## src/rtl/tbl_pkg.sv

```systemverilog
package tbl_pkg;
  localparam int BYTE_W = 8;
  typedef logic [BYTE_W-1:0] byte_t;
endpackage

```

## src/rtl/tbl_regfile.sv

```systemverilog
module tbl_regfile #(
  parameter int NUM_REGS = 32,
  parameter int REG_W    = 128,
  parameter int ADDR_W   = 5
) (
  input  logic              clk_i,
  input  logic              we_i,
  input  logic [ADDR_W-1:0] waddr_i,
  input  logic [REG_W-1:0]  wdata_i,
  input  logic [ADDR_W-1:0] raddr_i,
  output logic [REG_W-1:0]  rdata_o
);
  logic [REG_W-1:0] rows [NUM_REGS];

  for (genvar r = 0; r < NUM_REGS; r++) begin : g_row
    logic [REG_W-1:0] row_q;
    always_ff @(posedge clk_i) begin
      if (we_i && waddr_i == ADDR_W'(r)) row_q <= wdata_i;
    end
    assign rows[r] = row_q;
  end

  assign rdata_o = rows[raddr_i];
endmodule

```

## src/rtl/tbl_index_map.sv

```systemverilog
module tbl_index_map import tbl_pkg::*; #(
  parameter int ADDR_W    = 5,
  parameter int REG_BYTES = 16,
  parameter int CNT_W     = 3,
  localparam int SEL_W    = $clog2(REG_BYTES),
  localparam int HALF_SH  = SEL_W - 1,
  localparam int ELEM_W   = ADDR_W + 1,
  localparam int CMP_W    = BYTE_W + CNT_W + SEL_W
) (
  input  byte_t             idx_i,
  input  logic [ADDR_W-1:0] base_i,
  input  logic [CNT_W-1:0]  cnt_i,
  output logic              hit_o,
  output logic [ADDR_W-1:0] rd_addr_o,
  output logic [SEL_W-1:0]  byte_sel_o
);
  logic [ELEM_W-1:0] elem;

  // element index wraps naturally at 2*NUM_REGS
  assign elem       = {base_i, 1'b0} + ELEM_W'(idx_i >> HALF_SH);
  assign rd_addr_o  = elem[ELEM_W-1:1];
  assign byte_sel_o = {elem[0], idx_i[HALF_SH-1:0]};
  assign hit_o      = CMP_W'(idx_i) < (CMP_W'(cnt_i) * CMP_W'(REG_BYTES));
endmodule

```

## src/rtl/tbl_seq.sv

```systemverilog
module tbl_seq #(
  parameter int LANES   = 8,
  localparam int LANE_W = $clog2(LANES)
) (
  input  logic              clk_i,
  input  logic              rst_ni,
  input  logic              start_i,
  output logic              accept_o,
  output logic              busy_o,
  output logic              done_o,
  output logic [LANE_W-1:0] lane_o
);
  logic              busy_q, done_q;
  logic [LANE_W-1:0] lane_q;

  assign accept_o = start_i & ~busy_q;

  always_ff @(posedge clk_i or negedge rst_ni) begin
    if (!rst_ni) begin
      busy_q <= 1'b0;
      done_q <= 1'b0;
      lane_q <= '0;
    end else begin
      done_q <= 1'b0;
      if (accept_o) begin
        busy_q <= 1'b1;
        lane_q <= '0;
      end else if (busy_q) begin
        lane_q <= lane_q + 1'b1;
        if (lane_q == LANE_W'(LANES - 1)) begin
          busy_q <= 1'b0;
          done_q <= 1'b1;
        end
      end
    end
  end

  assign busy_o = busy_q;
  assign done_o = done_q;
  assign lane_o = lane_q;
endmodule

```

## src/rtl/byte_tbl_lookup.sv

```systemverilog
module byte_tbl_lookup import tbl_pkg::*; #(
  parameter int NUM_REGS  = 32,
  parameter int REG_BYTES = 16,
  parameter int LANES     = 8,
  parameter int CNT_W     = 3,
  localparam int ADDR_W   = $clog2(NUM_REGS),
  localparam int REG_W    = REG_BYTES * BYTE_W,
  localparam int IDX_W    = LANES * BYTE_W,
  localparam int LANE_W   = $clog2(LANES),
  localparam int SEL_W    = $clog2(REG_BYTES)
) (
  input  logic              clk_i,
  input  logic              rst_ni,
  input  logic              wr_en_i,
  input  logic [ADDR_W-1:0] wr_addr_i,
  input  logic [REG_W-1:0]  wr_data_i,
  input  logic              start_i,
  input  logic [IDX_W-1:0]  idx_i,
  input  logic [ADDR_W-1:0] base_i,
  input  logic [CNT_W-1:0]  count_i,
  input  logic [IDX_W-1:0]  init_i,
  output logic              busy_o,
  output logic              done_o,
  output logic [IDX_W-1:0]  result_o
);
  logic              accept, busy;
  logic [LANE_W-1:0] lane;
  logic [IDX_W-1:0]  idx_q, res_q;
  logic [ADDR_W-1:0] base_q, rd_addr;
  logic [CNT_W-1:0]  cnt_q;
  logic [REG_W-1:0]  rd_data;
  logic [SEL_W-1:0]  byte_sel;
  logic              hit;
  byte_t             cur_idx, rd_byte;

  tbl_seq #(.LANES(LANES)) u_seq (
    .clk_i    (clk_i),
    .rst_ni   (rst_ni),
    .start_i  (start_i),
    .accept_o (accept),
    .busy_o   (busy),
    .done_o   (done_o),
    .lane_o   (lane)
  );

  // register file is frozen while a lookup walks it
  tbl_regfile #(.NUM_REGS(NUM_REGS), .REG_W(REG_W), .ADDR_W(ADDR_W)) u_rf (
    .clk_i   (clk_i),
    .we_i    (wr_en_i & ~busy),
    .waddr_i (wr_addr_i),
    .wdata_i (wr_data_i),
    .raddr_i (rd_addr),
    .rdata_o (rd_data)
  );

  assign cur_idx = idx_q[lane*BYTE_W +: BYTE_W];

  tbl_index_map #(.ADDR_W(ADDR_W), .REG_BYTES(REG_BYTES), .CNT_W(CNT_W)) u_map (
    .idx_i      (cur_idx),
    .base_i     (base_q),
    .cnt_i      (cnt_q),
    .hit_o      (hit),
    .rd_addr_o  (rd_addr),
    .byte_sel_o (byte_sel)
  );

  assign rd_byte = rd_data[byte_sel*BYTE_W +: BYTE_W];

  always_ff @(posedge clk_i or negedge rst_ni) begin
    if (!rst_ni) begin
      idx_q  <= '0;
      base_q <= '0;
      cnt_q  <= '0;
    end else if (accept) begin
      idx_q  <= idx_i;
      base_q <= base_i;
      cnt_q  <= count_i;
    end
  end

  always_ff @(posedge clk_i or negedge rst_ni) begin
    if (!rst_ni) begin
      res_q <= '0;
    end else if (accept) begin
      res_q <= init_i;
    end else if (busy && hit) begin
      res_q[lane*BYTE_W +: BYTE_W] <= rd_byte;
    end
  end

  assign busy_o   = busy;
  assign result_o = res_q;
endmodule

```

## config.mk

```make
export PLATFORM = sky130hd
export DESIGN_NAME = byte_tbl_lookup
export DESIGN_NICKNAME = d
export VERILOG_FILES = /design/src/rtl/tbl_pkg.sv /design/src/rtl/tbl_regfile.sv /design/src/rtl/tbl_index_map.sv /design/src/rtl/tbl_seq.sv /design/src/rtl/byte_tbl_lookup.sv
export SDC_FILE = /design/constraint.sdc
export NUM_CORES = 2
export LEC_CHECK = 0
export BUFFER_PORTS_ARGS = -buffer_cell sky130_fd_sc_hd__clkbuf_2
export CAP_MARGIN = 20
export CORE_MARGIN = 2
export CORE_UTILIZATION = 50
export DETAILED_ROUTE_END_ITERATION = 8
export PLACE_DENSITY = 0.66
export SLEW_MARGIN = 30
export SYNTH_ARGS = -nofsm -noshare
export SYNTH_HDL_FRONTEND = slang
export SYNTH_HIERARCHICAL = 1
export SYNTH_SLANG_ARGS = --single-unit
```

## constraint.sdc

```tcl
create_clock -name clk_i -period 30.4 [get_ports clk_i]
set_clock_uncertainty 0.1 [all_clocks]
set_input_delay 1.52 -clock clk_i [delete_from_list [all_inputs] [get_ports clk_i]]
set_output_delay 1.52 -clock clk_i [all_outputs]
set_load 0.1 [all_outputs]
```

[Yosys cells after proc, flatten, opt, wreduce, memory -nomap -nowiden]
Cells that the tools add are included.
Word-level totals
  logic and storage cells: 134
  input port bits: 273
  bits in registers: 4237
  output and inout port bits: 66
Cells by class
  reductions and logical operators: 36
  multiplexer cells: 14
  equality and inequality tests: 32
  bitwise logic cells: 4
  shift-type cells: 4
  $add $sub $neg: 3
  magnitude comparators: 2
Operators by type and width (count)
  $bmux 128 s5: 1
  $mux 128: 2
  $mux 64: 2
  $shiftx 128x8->8: 1
  $eq 5x5->1 const B: 16
  $bwmux 64: 1
  $shift 8x34->64 const A: 1
  $shiftx 64x7->8: 1
  $shiftx 8x34->64: 1
  $eq 5x4->1 const B: 8
  $neg 6->34: 1
  $logic_and 1x1->1: 33
  $eq 5x3->1 const B: 4
  $eq 5x2->1 const B: 2
  $lt 8x7->1: 1
  $add 6x5->6: 1
  $ge 6x6->1 const B: 1
  $mux 1: 6
  $mux 3: 2
  $not 5->6: 1
  $eq 5x1->1 const B: 1
  $logic_not 5->1: 1
  $reduce_bool 2->1: 2
  $add 3x1->3 const B: 1
  other kinds (3): 4

[Logic depth before layout (Yosys ltp)]
  word-level depth: 11
  gate-level depth with buffers: 23
  gate-level depth less buffers: 17

[Cells and area by module]
Netlist, hierarchy kept.
By module, submodules not included
  tbl_regfile: times used 1, cells each 6434, area an instance 152896.6 µm², seq. area each 122998.0 µm²
  byte_tbl_lookup: times used 1, cells each 581, area an instance 7778.7 µm², seq. area each 3403.3 µm²
  tbl_index_map: times used 1, cells each 29, area an instance 235.2 µm², seq. area each 0.0 µm²
  tbl_seq: times used 1, cells each 14, area an instance 211.5 µm², seq. area each 125.1 µm²

[Worst setup path after synthesis]
OpenSTA, ideal clock, no wires.
  path kind: input to register
  from: input port wr_en_i
  to: register u_rf.g_row[3].row_q[0], enable pin
  path buffers: 0
  arrival time: 10.836 ns
  setup slack: 18.692 ns
  stages on the path: 4
  cell sequence: nor2b_1 -> nor2b_1 -> nand3_1 -> nor3_1
On the way
  word-level cells in the longest chain between the ends: 2
Ends and longest elaborated chain
  start: declaration: line byte_tbl_lookup.sv:14  | input logic wr_en_i,
  $and 1x1->1: line byte_tbl_lookup.sv:49  | .we_i (wr_en_i & ~busy),
  $logic_and 1x1->1: line tbl_regfile.sv:18  | if (we_i && waddr_i == ADDR_W'(r)) row_q <= wdata_i;
  end signal: assignment: line tbl_regfile.sv:18
  end: declaration: line tbl_regfile.sv:16  | logic [REG_W-1:0] row_q;
Every way passes these cells.
A chain may end at the register's enable or synchronous reset.

[Worst setup path in the final report]
  from: register u_seq.lane_q[0], in the netlist u_seq/lane_o[0]
  to: register res_q[40], in the netlist result_o[40]
On the way
  word-level cells in the longest chain between the ends: 11
  elaborated cells between the ends (all ways): 16
Ends and longest elaborated chain
  start: declaration: line tbl_seq.sv:14  | logic [LANE_W-1:0] lane_q;
  start signal: assignment: line tbl_seq.sv:29  | lane_q <= lane_q + 1'b1;
  $shiftx 64x7->8: line byte_tbl_lookup.sv:56  | assign cur_idx = idx_q[lane*BYTE_W +: BYTE_W];
  via cur_idx[4]: line byte_tbl_lookup.sv:34  | byte_t cur_idx, rd_byte;
  $add 6x5->6: line tbl_index_map.sv:20  | assign elem = {base_i, 1'b0} + ELEM_W'(idx_i >> HALF_SH);
  via rd_addr[2]: line byte_tbl_lookup.sv:29  | logic [ADDR_W-1:0] base_q, rd_addr;
  $not 5->6 (not written as such): line tbl_regfile.sv:23  | assign rdata_o = rows[raddr_i];
  $bmux 128 s5: line tbl_regfile.sv:23
  $mux 128 (not written as such) (2 in a row): line tbl_regfile.sv:23
  via rd_data[40]: line byte_tbl_lookup.sv:31  | logic [REG_W-1:0] rd_data;
  $shiftx 128x8->8: line byte_tbl_lookup.sv:67  | assign rd_byte = rd_data[byte_sel*BYTE_W +: BYTE_W];
  $shiftx 8x34->64: line byte_tbl_lookup.sv:87  | res_q[lane*BYTE_W +: BYTE_W] <= rd_byte;
  $bwmux 64: line byte_tbl_lookup.sv:87
  $mux 64: line byte_tbl_lookup.sv:86  | end else if (busy && hit) begin
  $mux 64: line byte_tbl_lookup.sv:84  | end else if (accept) begin
  end signal: assignment: line byte_tbl_lookup.sv:85  | res_q <= init_i;
  end signal: indexed assignment: line byte_tbl_lookup.sv:87
  end: declaration: line byte_tbl_lookup.sv:28  | logic [IDX_W-1:0] idx_q, res_q;
The timed path passes the listed nets, and every way through them passes these cells. The select of a mux whose other input is x is not followed.

==> metrics.md <==
| Metric | Value |
|---|---|
| Commonest cells after routing, fill and taps aside | 4,096 x edfxtp_1, 950 x mux4_2, 440 x o22ai_1 |
| Final-report hold violation count | 0 |
| Net count after synthesis | 7,345 |
| Path length in cells of the critical path | 21 |
| Row count | approximately 210 |
| Total GRT Usage | 27.1% |
| Async S/R FF share, synth | under 10% |
| Avg WL per Cell | roughly 36 um |
| TNS Setup | 0 ps |
| Mapped Cells | between 7,000 and 8,000 |
| CTS tree | built |
| First-pass GRT wire length | 619,000 um |
| Remaining antenna violation count after routing | 0 |
| Worst Setup EP | result_o[40]$_DFFE_PN0P_ |
| DRT iter0 DRCs | 11,120 |
| Max_slew headroom | around 22% |
| Die area | around 330,000 um^2 |
| Crit path from | u_seq/lane_o[0]$_DFFE_PN0P_ |
| Min Tclk post-route | 9820 ps |
| Critical path buffer and inverter count | 8 |
| Fin cells | around 12,000 |
| Area Overhead vs Synth | 13.0% |
| Internal reg-to-reg setup slack | between 20,000 and 25,000 ps |
| Post-detail-place hpwl | approximately 230,000 um |
| Crit path DAT | 10,560 ps |
| FF+latch count, synth | 4,237 |
| Setup violators final | 0 |
| Die width | between 500 and 600 um |
| Clk buf depth | 4 |
| Synthesized area | roughly 160,000 um^2 |
| Largest net degree at the start of global routing | 125 |
| Post-synth top area share | between 70% and 80% |
| Critical Path RT | around 31,000 ps |
| Worst-Margin Slew | ~1200 ps |
| Worst hold path class | flop to flop |
| H-tree depth | 5 |
| Latest clock arrival within the worst-skew pair | just under 1000 ps |
| Commonest non-fill, non-tap cell in the layout | edfxtp_1 |
| Worst-path clk slew | roughly 60 ps |
| Synth Flop Type | edfxtp_1 |
| # resized after CTS | 0 |
| CTS sink count | 4,237 |
| Post-synthesis sequential area ratio | 78.5% |
| Final WL | approximately 440,000 um |
| F_max | between 100 and 150 MHz |
| RD Place Congestion | around 0.85 |
| Area leader, netlist | edfxtp_1 |
| Worst path most repeated cell | buf_4 |
| GRT overflow | 0 |
| First-pass DRT Iterations | 6 |
| Via count | between 80,000 and 90,000 |
| Unrepaired setup endpoints after global routing | false |
| Top delay family on crit path | buffers and inverters |
| Vias in the first global route | approximately 80,000 |
| FF-to-FF path depth | 21 |
| DRC Markers | 0 |
| Die height | between 500 and 600 um |
| Via-per-instance ratio | around 6.6 |
| Largest cells by area after synthesis | edfxtp_1 76%, mux4_2 13%, dfrtp_1 2.2% |
| Cell Chain, Critical Path | buf_4, mux4_2, nand2_1, nand2_1, ha_4, inv_1, fa_1, xnor2_2, buf_4, buf_4, buf_4, buf_4, buf_4, buf_4, mux4_2, o22ai_1, nor4_2, mux4_2, mux2i_4, o22ai_1, a221o_1 |
| Final cycle utilization of the critical path | roughly a third |
| Share of layout cells above drive strength 1 | ~28% |
| Io pins | roughly 340 |
| Post-CTS Setup Bufs | 0 |
| Clock root buffer master | clkbuf_16 |
| Crit. End Element | flop |
| Avg Cell Area, Syn | approximately 23 um^2 |
| Synthesis Warnings | 6 |
| Initial Utilization | 50.2% |
| Max-slew violations | 0 |
| Fin nets | 7,882 |
| Status | completed |
| EDFF count, synth | between 4,000 and 5,000 |
| Count of input and output buffers | approximately 340 |
| Placed cell count | about 11,000 |
| Synth unique cells | 55 |
| Hold buffer count at cts | 0 |
| Crit path kind | flop to flop |
| Filler Cell Count | roughly 23,000 |
| Slowest cell on crit path | buf_4 |
| Critical Path Max Stage Delay | roughly 800 ps |
| Max FO, Critical Path | between 50 and 60 |
| Core ar. | between 300,000 and 400,000 um^2 |
| Num CTS Buffers | ~420 |
| Maxcap violations | 0 |
| Critical path launch point type | flop |
| Worst r2r dst | result_o[40]$_DFFE_PN0P_ |
| Reg-to-reg critical path startpoint | u_seq/lane_o[0]$_DFFE_PN0P_ |
| Initial antenna violation count | 82 |
==> worst min-delay path by stage <==
stage	from	to	slack (ps)	cells after the start
after detailed placement	idx_q[58]$_DFFE_PN0P_	idx_q[58]$_DFFE_PN0P_	390	1
after CTS	idx_q[3]$_DFFE_PN0P_	idx_q[3]$_DFFE_PN0P_	410	1
after global placement	idx_q[30]$_DFFE_PN0P_	idx_q[30]$_DFFE_PN0P_	380	1
after global routing	idx_q[18]$_DFFE_PN0P_	idx_q[18]$_DFFE_PN0P_	410	1
after floorplan	idx_q[16]$_DFFE_PN0P_	idx_q[16]$_DFFE_PN0P_	380	1
final	idx_q[18]$_DFFE_PN0P_	idx_q[18]$_DFFE_PN0P_	410	1
==> cell type report <==
type | instances | area, um^2 | share of cell area (%)
flip-flops and latches | 4237 | 127000 | 69.5
multi-input cells | 2400 | 33000 | 18.1
clock buffers | 503 | 10900 | 5.99
well taps | 4305 | 5390 | 2.96
repair buffers | 532 | 3610 | 1.98
clock inverters | 248 | 2470 | 1.36
diodes | 31 | 77.6 | 0.0426
inverters | 9 | 33.8 | 0.0186
==> synth_stat cells, types with 3 or more instances <==
library cell,n
buf_6,10
mux4_2,950
buf_2,157
nor2b_1,71
nand3_1,71
mux2i_1,240
inv_1,8
clkbuf_1,137
nor4_1,99
nand4_1,33
nand3b_1,7
buf_1,28
o221ai_1,16
nand2b_1,9
ha_1,13
nor2_1,35
a221o_1,48
dfrtp_1,141
nor3_1,10
and4b_1,3
edfxtp_1,4096
mux2_2,72
o22ai_1,440
nand2_1,36
buf_4,77
mux2i_4,16
a22oi_1,196
nand4b_1,3
==> cells by family (layout without fill, tap and decap cells) <==
kind of cell,Yosys count,in the layout,synth area share [%]
multiplexers,1281,1281,15.5
adder cells (fa/ha/maj),14,14,0.113
AO/OA/AOI/OAI,707,707,3.04
AND/OR/NAND/NOR,395,395,1.40
flip-flops,4237,4237,78.5
other,0,31,0
buffers and inverters,421,1292,1.36
XOR/XNOR,3,3,0.0163
==> routing by layer <==
| layer | share of wire, % | vias to the layer above | track usage, % |
|---|---|---|---|
| li1 | - | 31592 | - |
| met1 | 38 | 43756 | 37.8 |
| met2 | 48 | 4726 | 43.3 |
| met3 | 11 | 786 | 5.83 |
| met4 | 3.1 | 52 | 7.86 |
| met5 | 0.070 | - | 0 |
==> flip-flops by register name, summed over array words and instances (netlist names) <==
| register | count |
|---|---|
| u_seq/busy_o | 1 |
| result_o | 64 |
| idx_q | 64 |
| base_q | 5 |
| cnt_q | 3 |
| u_seq/done_o | 1 |
| u_rf/g_row.row_q | 4096 |
| u_seq/lane_o | 3 |
==> through the flow <==
stage	area [um^2]	hold WS [ps]	setup WS, ps	utilization (%)
after global placement	168000	383	20650	52.4
after detailed placement	168000	394	20580	52.5
final	182000	406	20580	56.7
after global routing	182000	415	20080	56.7
after CTS	182000	409	20550	56.7
after floorplan	161000	375	18690	-
Power is left out: the tool's default activity adds up to more than one toggle a clock period on the data nets, which glitch-free logic cannot reach.
